File: src/rtl/spi_irq_pkg.sv
package spi_irq_pkg;
  localparam int NUM_FLAGS  = 13;
  localparam int NUM_LEVELS = 5;

  // flag bit positions (software decodes these)
  localparam int FL_TX_THR   = 0;
  localparam int FL_TX_EMPTY = 1;
  localparam int FL_RX_THR   = 2;
  localparam int FL_RX_FULL  = 3;
  localparam int FL_SS_ON    = 4;
  localparam int FL_SS_OFF   = 5;
  localparam int FL_FAULT    = 6;
  localparam int FL_ABORT    = 7;
  localparam int FL_DONE     = 8;
  localparam int FL_TX_OVR   = 9;
  localparam int FL_TX_UNDR  = 10;
  localparam int FL_RX_OVR   = 11;
  localparam int FL_RX_UNDR  = 12;

  // positions inside the level vector watched for edges
  localparam int LV_TX_THR   = 0;
  localparam int LV_TX_EMPTY = 1;
  localparam int LV_RX_THR   = 2;
  localparam int LV_RX_FULL  = 3;
  localparam int LV_SS       = 4;

  typedef struct packed {
    logic [NUM_FLAGS-1:0] setVec;
    logic [NUM_FLAGS-1:0] clrVec;
    logic                 maskWr;
  } flag_strobe_t;
endpackage

File: src/rtl/spi_irq_ctrl.sv
module spi_irq_ctrl
  import spi_irq_pkg::*;
(
  input  logic                 clk,
  input  logic                 rstN,
  input  logic                 regAddr,
  input  logic                 regWrEn,
  input  logic [NUM_FLAGS-1:0] wrBits,
  input  logic                 txThrLvl,
  input  logic                 txEmptyLvl,
  input  logic                 txFullLvl,
  input  logic                 rxThrLvl,
  input  logic                 rxFullLvl,
  input  logic                 rxEmptyLvl,
  input  logic                 ssActive,
  input  logic                 faultEvt,
  input  logic                 abortEvt,
  input  logic                 doneEvt,
  input  logic                 busTxWrite,
  input  logic                 spiTxPull,
  input  logic                 spiRxPush,
  input  logic                 busRxRead,
  output flag_strobe_t         strobe
);
  logic [NUM_LEVELS-1:0] levelNow;
  logic [NUM_LEVELS-1:0] levelQ;
  logic [NUM_LEVELS-1:0] levelRise;
  logic [NUM_LEVELS-1:0] levelFall;

  always_comb begin
    levelNow              = '0;
    levelNow[LV_TX_THR]   = txThrLvl;
    levelNow[LV_TX_EMPTY] = txEmptyLvl;
    levelNow[LV_RX_THR]   = rxThrLvl;
    levelNow[LV_RX_FULL]  = rxFullLvl;
    levelNow[LV_SS]       = ssActive;
  end

  // one edge detector per watched level
  for (genvar g = 0; g < NUM_LEVELS; g++) begin : gEdge
    always_ff @(posedge clk) begin
      if (!rstN) levelQ[g] <= 1'b0;
      else       levelQ[g] <= levelNow[g];
    end
    assign levelRise[g] = levelNow[g] & ~levelQ[g];
    assign levelFall[g] = ~levelNow[g] & levelQ[g];
  end

  always_comb begin
    strobe                     = '0;
    strobe.setVec[FL_TX_THR]   = levelRise[LV_TX_THR];
    strobe.setVec[FL_TX_EMPTY] = levelRise[LV_TX_EMPTY];
    strobe.setVec[FL_RX_THR]   = levelRise[LV_RX_THR];
    strobe.setVec[FL_RX_FULL]  = levelRise[LV_RX_FULL];
    strobe.setVec[FL_SS_ON]    = levelRise[LV_SS];
    strobe.setVec[FL_SS_OFF]   = levelFall[LV_SS];
    strobe.setVec[FL_FAULT]    = faultEvt;
    strobe.setVec[FL_ABORT]    = abortEvt;
    strobe.setVec[FL_DONE]     = doneEvt;
    strobe.setVec[FL_TX_OVR]   = busTxWrite & txFullLvl;
    strobe.setVec[FL_TX_UNDR]  = spiTxPull & txEmptyLvl;
    strobe.setVec[FL_RX_OVR]   = spiRxPush & rxFullLvl;
    strobe.setVec[FL_RX_UNDR]  = busRxRead & rxEmptyLvl;
    strobe.clrVec              = (regWrEn && !regAddr) ? wrBits : '0;
    strobe.maskWr              = regWrEn && regAddr;
  end
endmodule

File: src/rtl/spi_irq_datapath.sv
module spi_irq_datapath
  import spi_irq_pkg::*;
#(
  parameter int DATA_W = 16
) (
  input  logic                 clk,
  input  logic                 rstN,
  input  flag_strobe_t         strobe,
  input  logic                 regAddr,
  input  logic [NUM_FLAGS-1:0] wrBits,
  output logic [DATA_W-1:0]    rdData,
  output logic [NUM_FLAGS-1:0] flagQ,
  output logic [NUM_FLAGS-1:0] maskQ,
  output logic                 irqQ
);
  localparam int PAD_W = DATA_W - NUM_FLAGS;

  // sticky flags: a set in the same cycle beats a clear
  for (genvar g = 0; g < NUM_FLAGS; g++) begin : gFlag
    always_ff @(posedge clk) begin
      if (!rstN) flagQ[g] <= 1'b0;
      else       flagQ[g] <= strobe.setVec[g] | (flagQ[g] & ~strobe.clrVec[g]);
    end
  end

  always_ff @(posedge clk) begin
    if (!rstN)              maskQ <= '0;
    else if (strobe.maskWr) maskQ <= wrBits;
  end

  always_ff @(posedge clk) begin
    if (!rstN) irqQ <= 1'b0;
    else       irqQ <= |(flagQ & maskQ);
  end

  logic [NUM_FLAGS-1:0] selWord;
  assign selWord = regAddr ? maskQ : flagQ;

  if (PAD_W > 0) begin : gPad
    assign rdData = {{PAD_W{1'b0}}, selWord};
  end else begin : gNoPad
    assign rdData = selWord;
  end
endmodule

File: src/rtl/spi_irq_flags.sv
module spi_irq_flags
  import spi_irq_pkg::*;
#(
  parameter int DATA_W = 16
) (
  input  logic              clk,
  input  logic              rstN,
  input  logic              regAddr,
  input  logic              regWrEn,
  input  logic [DATA_W-1:0] regWrData,
  output logic [DATA_W-1:0] regRdData,
  input  logic              txThrLvl,
  input  logic              txEmptyLvl,
  input  logic              txFullLvl,
  input  logic              rxThrLvl,
  input  logic              rxFullLvl,
  input  logic              rxEmptyLvl,
  input  logic              ssActive,
  input  logic              faultEvt,
  input  logic              abortEvt,
  input  logic              doneEvt,
  input  logic              busTxWrite,
  input  logic              spiTxPull,
  input  logic              spiRxPush,
  input  logic              busRxRead,
  output logic              irq
);
  flag_strobe_t         strobe;
  logic [NUM_FLAGS-1:0] wrBits;
  logic [NUM_FLAGS-1:0] flagVec;
  logic [NUM_FLAGS-1:0] maskVec;

  assign wrBits = regWrData[NUM_FLAGS-1:0];

  if (DATA_W > NUM_FLAGS) begin : gHi
    logic unusedHiBits;
    assign unusedHiBits = ^regWrData[DATA_W-1:NUM_FLAGS];
  end

  spi_irq_ctrl u_ctrl (
    .clk        (clk),
    .rstN       (rstN),
    .regAddr    (regAddr),
    .regWrEn    (regWrEn),
    .wrBits     (wrBits),
    .txThrLvl   (txThrLvl),
    .txEmptyLvl (txEmptyLvl),
    .txFullLvl  (txFullLvl),
    .rxThrLvl   (rxThrLvl),
    .rxFullLvl  (rxFullLvl),
    .rxEmptyLvl (rxEmptyLvl),
    .ssActive   (ssActive),
    .faultEvt   (faultEvt),
    .abortEvt   (abortEvt),
    .doneEvt    (doneEvt),
    .busTxWrite (busTxWrite),
    .spiTxPull  (spiTxPull),
    .spiRxPush  (spiRxPush),
    .busRxRead  (busRxRead),
    .strobe     (strobe)
  );

  spi_irq_datapath #(.DATA_W(DATA_W)) u_dp (
    .clk     (clk),
    .rstN    (rstN),
    .strobe  (strobe),
    .regAddr (regAddr),
    .wrBits  (wrBits),
    .rdData  (regRdData),
    .flagQ   (flagVec),
    .maskQ   (maskVec),
    .irqQ    (irq)
  );
endmodule

File: config.mk
export PLATFORM = sky130hd
export DESIGN_NAME = spi_irq_flags
export DESIGN_NICKNAME = d
export VERILOG_FILES = /design/src/rtl/spi_irq_pkg.sv /design/src/rtl/spi_irq_ctrl.sv /design/src/rtl/spi_irq_datapath.sv /design/src/rtl/spi_irq_flags.sv
export SDC_FILE = /design/constraint.sdc
export NUM_CORES = 1
export LEC_CHECK = 0
export BUFFER_PORTS_ARGS = -buffer_cell sky130_fd_sc_hd__buf_4
export CAP_MARGIN = 10
export CORE_ASPECT_RATIO = 0.8
export CORE_UTILIZATION = 30
export CTS_BUF_LIST = sky130_fd_sc_hd__clkbuf_2
export DETAILED_ROUTE_END_ITERATION = 8
export RECOVER_POWER = 100
export SETUP_SLACK_MARGIN = 0.3
export SLEW_MARGIN = 20
export SYNTH_ARGS = -nofsm -noshare
export SYNTH_HDL_FRONTEND = slang
export SYNTH_SLANG_ARGS = --single-unit
File: constraint.sdc
create_clock -name clk -period 2 [get_ports clk]
set_input_delay 0.1 -clock clk [delete_from_list [all_inputs] [get_ports clk]]
set_output_delay 0.1 -clock clk [all_outputs]
set_load 0.05 [all_outputs]
Word level (Yosys, flattened, before mapping). Index checks and enable logic that the tools add are counted.

Magnitude comparators: 0. Shift operators: 0. Div/mod/pow operators: 0. Add/sub/neg operators: 0. Bitwise operators: 56. Reduce and logical (&&, ||, !) cells: 4. Eq/ne operators: 0. $mul: 0. Muxes and demuxes: 2.

Operators by type and width (count): $mux W13 (2); $and A1 B1 Y1 (23); $not A1 Y1 (19); $and A13 B13 Y13 (1); $or A1 B1 Y1 (13); $reduce_or A13 Y1 (1); $logic_and A1 B1 Y1 (2); $logic_not A1 Y1 (1).

Logic and storage cells: 82. Output and inout bits: 17. Bits in latches: 0. ROM bits: 0. RAM bits: 0. Bits in registers: 32. Memories kept: 0.

Logic depth before layout (Yosys ltp). Gate-level depths: netlist of the first run.

Word-level depth: 6. Mapped depth: 5.

Hierarchy. Synthesis of the first run repeated with hierarchy kept, for this count alone.

Cell total of the unflattened synthesis: 149. Area, all modules: 1566.5 sq um.

By module, submodules not included: spi_irq_datapath (area each 1201.2 sq um, cells an instance 110, times used 1); spi_irq_ctrl (area each 365.4 sq um, cells an instance 39, times used 1).

Worst setup path before layout of the first run. No wires, ideal clock.

Kind: reg2reg. Start point: reg u_dp.flagQ[5]. End point: reg u_dp.irqQ. Arrival time: 0.873 ns. Library setup time: 0.115 ns. Data required time: 1.885 ns. Cell stages (with the launch flop): 4. Path slack: 1.012 ns. Path through: dfxtp_1 a222oi_1 nand3_1 o21a_1.

Word-level cells in the longest chain between the ends: 2.

RTL lines: start: declaration (RTL line spi_irq_datapath.sv:12) `output logic [NUM_FLAGS-1:0] flagQ,`; start signal: indexed assignment (RTL line spi_irq_datapath.sv:22) `else flagQ[g] <= strobe.setVec[g] | (flagQ[g] & ~strobe.clrVec[g]);`; $and A13 B13 Y13 (RTL line spi_irq_datapath.sv:33) `else irqQ <= |(flagQ & maskQ);`; $reduce_or A13 Y1 (RTL line spi_irq_datapath.sv:33); end signal: assignment (RTL line spi_irq_datapath.sv:33); end: declaration (RTL line spi_irq_datapath.sv:14) `output logic irqQ`.

No other way between the ends. A chain may end at the register's enable or synchronous reset.

Worst setup path in the final report of the first run.
Start point: in regAddr. End point: out regRdData[6].

Word-level cells in the longest chain between the ends: 1.

RTL lines: start: declaration (RTL line spi_irq_flags.sv:8) `input logic regAddr,`; $mux W13 (RTL line spi_irq_datapath.sv:37) `assign selWord = regAddr ? maskQ : flagQ;`; end: declaration (RTL line spi_irq_flags.sv:11) `output logic [DATA_W-1:0] regRdData,`.

No other way between the ends.

==> metrics.txt, run 1 <==
gr usage total=0.144; drt pass-1 iters=4; final hold violation count=0; total die area=0.00510 mm2; Seq cells post-synth=32; setup violators final=0; PD cells=648 mW/mm2; Core Rows=22; TNS Setup=0 ns; worst-path maximum fanout=17; ranking of synthesized cells by area=dfxtp_1 (44%), mux2_2 (10%), a21boi_0 (8.3%); Port Buffers=44; worst-path cell chain=clkbuf_1 -> mux2_2 -> clkbuf_1; vias=1263; ANT cells=0; final worst setup slack=0.402 ns; core box area=0.00460 mm2; Largest delay share family, worst path=buffers and inverters; top cell type's share of synthesized area=0.444; post-route ant nets=0; Compound-Gate Fraction of Synth Area=0.234; RePlAce Congestion=0.689; first-pass GRT wire length=5430 um; TritonCTS sink count=32; CP bufs+invs=2; Yosys cell types=21; most frequent cells in the layout=dfxtp_1 (32), nand2_1 (31), dlygate4sd3_1 (27); WL/cell=12.2 um; DP HPWL=2230 um; CP max stage delay=0.62 ns; fmax=626 MHz; most common cell after layout, fill and taps aside=dfxtp_1; Setup Buffers After CTS=0; YS warnings=0; WL final=3480 um; 1st-iter DRT viols=40; Critical Path AT=1.50 ns; Vias/cell=4.45; unrepaired setup endpoints after global routing=false; leading area contributor after synthesis=dfxtp_1; Crit-path slowest cell=clkbuf_1; Simple-Gate Fraction of Synth Area=0.155; Post-Syn Area per Cell=9.44 um2; share of layout cells above drive strength 1=0.223; dpl ws=0.862 ns; Post-Syn Area=0.00144 mm2; H-Tree Depth=2; Crit Path Class=in -> out; fin crit share=0.799; I/O pin cnt=51; CTS tree=built; largest family of logic cells by synthesized area=compound AO/OA/AOI/OAI gates; Syn Inst Count=153; CP required=1.90 ns; Core Util, Final=0.442; die width=79.6 um; Slew @ Worst Pin=0.855 ns; Leak=0.842 nW; initial antenna violation count=0; Initial Util=0.314; Hold WS=0.111 ns; most frequent CP cell=clkbuf_1; area delta synth->final=40.8%; CP startpoint kind=input port; status=finished, final reports clean; drt drc=0; max-slew violation count=0; Synth Area in XOR/XNOR=0; post-synthesis mux area share=0.101; largest net degree at the start of global routing=33; nets@finish=257; post-synthesis sequential area ratio=0.444; min-delay worst type=in -> reg; Max IR drop VDD=245 uV; Post-Synth Adder-Cell Area=0; gr ovfl total=0; Worst setup EP type=output port; max-cap viol count=0; clock transition at the registers of the reported paths=0.16 ns; Clock Skew=0.0110 ns; number of global-route vias before repair=1143; Clock Tree Buf Depth=2; CTS Buf Count=5; worst skew pair latency=0.36 ns; fin crit period=1.60 ns; Root Driver=clkbuf_2; chip height=64.1 um; Rel. slew slack=0.430
## repair_timing
| item | in CTS | in global routing |
|---|---|---|
| endpoints found under the hold margin | 25 | 0 |
| hold buffers | 27 | 0 |
| setup endpoints to repair | 0 | 0 |
| gates resized for setup | 0 | 0 |
## state kept, by name (all words and copies together) (netlist names)
signal,flops
u_dp.irqQ,1
u_ctrl.levelQ,5
u_dp.flagQ,13
u_dp.maskQ,13
## metrics by stage
step	total power [W]	cell area, um2	instances
detailed placement	0.00100	1780	249
CTS	0.00135	2090	284
floorplan	0.000906	1450	155
finish	0.00132	2030	284
global route	0.00139	2030	284
global placement	0.000999	1780	249
## cell families after synthesis
group / Yosys count
buffers and inverters: 14
other: 1
DFF: 32
and+or+nand+nor: 47
muxes: 13
AOI/OAI and AO/OA: 46
## path summary, 6_finish.rpt
kind,endpoint,from,slack [ns],depth (start not counted)
worst max-delay path,regRdData[6],regAddr,0.40,3
worst min-delay path,u_dp.flagQ[2]$_SDFF_PN0_,rstN,0.11,2
worst max register to register,u_dp.irqQ$_SDFF_PN0_,u_dp.flagQ[5]$_SDFF_PN0_,0.86,3
worst min register to register,u_dp.maskQ[8]$_SDFFE_PN0P_,u_dp.maskQ[8]$_SDFFE_PN0P_,0.49,2
## cell type report
cell class	count	area, um2
timing repair buffer	71	552
clock buffer	7	35.0
clock inverter	1	3.75
sequential	32	641
inverter	4	15.0
fill	470	2560
multi-input combinational	109	712
tap	60	75.1
## report_power, final
part,switching (W),internal (W)
combinational,0.000171,0.000138
clock,0.000216,0.0000937
sequential,0.0000233,0.000676
## per-layer routing
layer / GRT usage / part of all wire / vias up
li1: - / - / 654
met2: 0.202 / 0.42 / 35
met4: 0.0682 / 0.016 / 0
met1: 0.196 / 0.52 / 565
met5: 0 / 0 / -
met3: 0.0457 / 0.052 / 9
## worst reg2reg max path: stages (launching register included)
cell      delay [ns]
dfxtp_1         0.35
a222oi_1        0.39
nand3_1         0.13
o21a_1          0.20
## cells in the mapped netlist
cell and instances:
buf_2 1, mux2_2 13, a22oi_1 5, nand2_1 31, inv_1 4, and2_4 1
nor2b_4 1, buf_6 3, a21boi_0 16, and2_1 5, o21ai_0 4, a21boi_1 10
o21a_1 10, conb_1 1, buf_4 4, nand3_1 2, dfxtp_1 32, nand2b_1 1
a222oi_1 1, clkbuf_1 2, nor2b_1 6
Note: power is estimated with default switching activity, not from simulation.
==> inputs of run 2 (changes only) <==
==> constraint.sdc (replaced) <==
create_clock -name clk -period 1.5 [get_ports clk]
set_input_delay 0.075 -clock clk [delete_from_list [all_inputs] [get_ports clk]]
set_output_delay 0.075 -clock clk [all_outputs]
set_load 0.05 [all_outputs]
==> run 2 against run 1 <==
  * Register-to-register slack worse by 0.59 ns
  * Setup slack got worse by 0.21 ns
  * Clock skew is 0.012 ns higher
  * Cell area increased by 12%
  * Critical endpoint is now regRdData[11]
  * Global-route usage is 1.4 points higher
==> metrics.txt, run 2 (synthesis gave the netlist of run 1 again) <==
DP HPWL=2160 um; initial antenna violation count=0; vias=1379; Worst setup EP type=output port; clock transition at the registers of the reported paths=0.18 ns; H-Tree Depth=2; WL/cell=11.8 um; final hold violation count=0; area of the multi-input gates=749 um2; CTS tree=built; unrepaired setup endpoints after global routing=true; drt pass-1 iters=4; CTS Buf Count=5; drt drc=0; CP required=1.42 ns; post-route ant nets=0; ANT cells=0; area delta synth->final=58.1%; share of layout cells above drive strength 1=0.355; number of global-route vias before repair=1332; Storage cell area=642 um2; I/O pin cnt=51; Root Driver=clkbuf_2; WL final=3660 um; Critical Path AT=1.23 ns; Crit Path Class=reg -> out; status=finished, final reports clean; Filler Cells Inserted=459; Max IR drop VDD=307 uV; most frequent cells in the layout=buf_4 (49), nand2_1 (31), dfxtp_1 (31); Port Buffers=44; Clock Skew=0.0227 ns; RePlAce Congestion=0.700; Leak=1.04 nW; most common cell after layout, fill and taps aside=buf_4; worst-path maximum fanout=2; CP startpoint kind=register; nets@finish=284; fmax=763 MHz; chip height=64.1 um; TNS Setup=0 ns; Rel. slew slack=0.588; Vias/cell=4.43; fin crit share=0.873; Core Util, Final=0.496; die width=79.6 um; largest net degree at the start of global routing=33; gr usage total=0.158; TritonCTS sink count=32; 1st-iter DRT viols=50; max-cap viol count=0; Slew @ Worst Pin=0.621 ns; total die area=0.00510 mm2; fin crit period=1.31 ns; Initial Util=0.314; core box area=0.00460 mm2; Core Rows=22; max-slew violation count=0; worst skew pair latency=0.38 ns; min-delay worst type=in -> reg; biggest regs=u_dp.flagQ x13, u_dp.maskQ x13, u_ctrl.levelQ x5; gr ovfl total=0; first-pass GRT wire length=6000 um; PD cells=796 mW/mm2; setup violators final=0; Clock Tree Buf Depth=2
==> run 2: cell types whose count changed in the layout (fill, tap and decap cells not counted), moves of 8 or more <==
cell and delta:
clkbuf_1 -10, mux2_4 +8, a21boi_1 +9, clkbuf_2 +10
buf_4 +23, a21boi_0 -9
==> run 2: where the power goes <==
group / switching, W / internal [W] / total (W)
sequential: 0.0000236 / 0.000902 / 0.000925
clock: 0.000290 / 0.000104 / 0.000394
combinational: 0.000252 / 0.000246 / 0.000498
total: 0.000566 / 0.00125 / 0.00182
==> run 2: layout make-up <==
type / count / share of cell area
clock buffer: 5 / 0.0110
clock inverter: 3 / 0.00603
inverter: 4 / 0.00658
multi-input combinational: 109 / 0.328
sequential: 32 / 0.281
tap: 60 / 0.0329
timing repair buffer: 98 / 0.334
==> run 2: worst paths after layout <==
check	start	to	slack (ns)	cells after the start
min	rstN	u_dp.flagQ[3]$_SDFF_PN0_	0.06	2
max	u_dp.maskQ[11]$_SDFFE_PN0P_	regRdData[11]	0.19	2
min reg2reg	u_dp.flagQ[9]$_SDFF_PN0_	u_dp.flagQ[9]$_SDFF_PN0_	0.51	2
max reg2reg	u_dp.maskQ[5]$_SDFFE_PN0P_	u_dp.irqQ$_SDFF_PN0_	0.27	4
==> run 2: critical path: stages, from the launching register on <==
cell and delay [ns]:
dfxtp_1 0.35, mux2_2 0.26, clkbuf_2 0.24
==> run 2: layer usage <==
metal  wire length (um)  track usage  vias up  share of wire
met1               1790        0.198      615           0.49
met5                  0            0        -              0
met4                 62       0.0682        0          0.017
met3                208       0.0457        7          0.057
li1                   -            -      717              -
met2               1600        0.249       40           0.44
==> run 2: metrics by stage <==
step           worst slack [ns]  total power [W]  area (um2)  hold WS (ns)  std cells
2_1_floorplan             0.512          0.00121        1450         0.197        155
3_3_place_gp              0.430          0.00133        1780         0.285        249
3_5_place_dp              0.391          0.00133        1780         0.288        249
4_1_cts                   0.238          0.00188        2390        0.0333        308
5_1_grt                   0.128          0.00193        2280        0.0605        311
6_report                  0.190          0.00182        2280        0.0629        311
==> run 2: timing repair <==
item | 4_1_cts | 5_1_grt
hold buffers | 27 | 0
gates resized for setup | 48 | 7
endpoints found under the hold margin | 26 | 0
pin swaps | 0 | 3
cloned | 0 | 0
setup endpoints to repair | 13 | 14
buffers inserted | 24 | 3
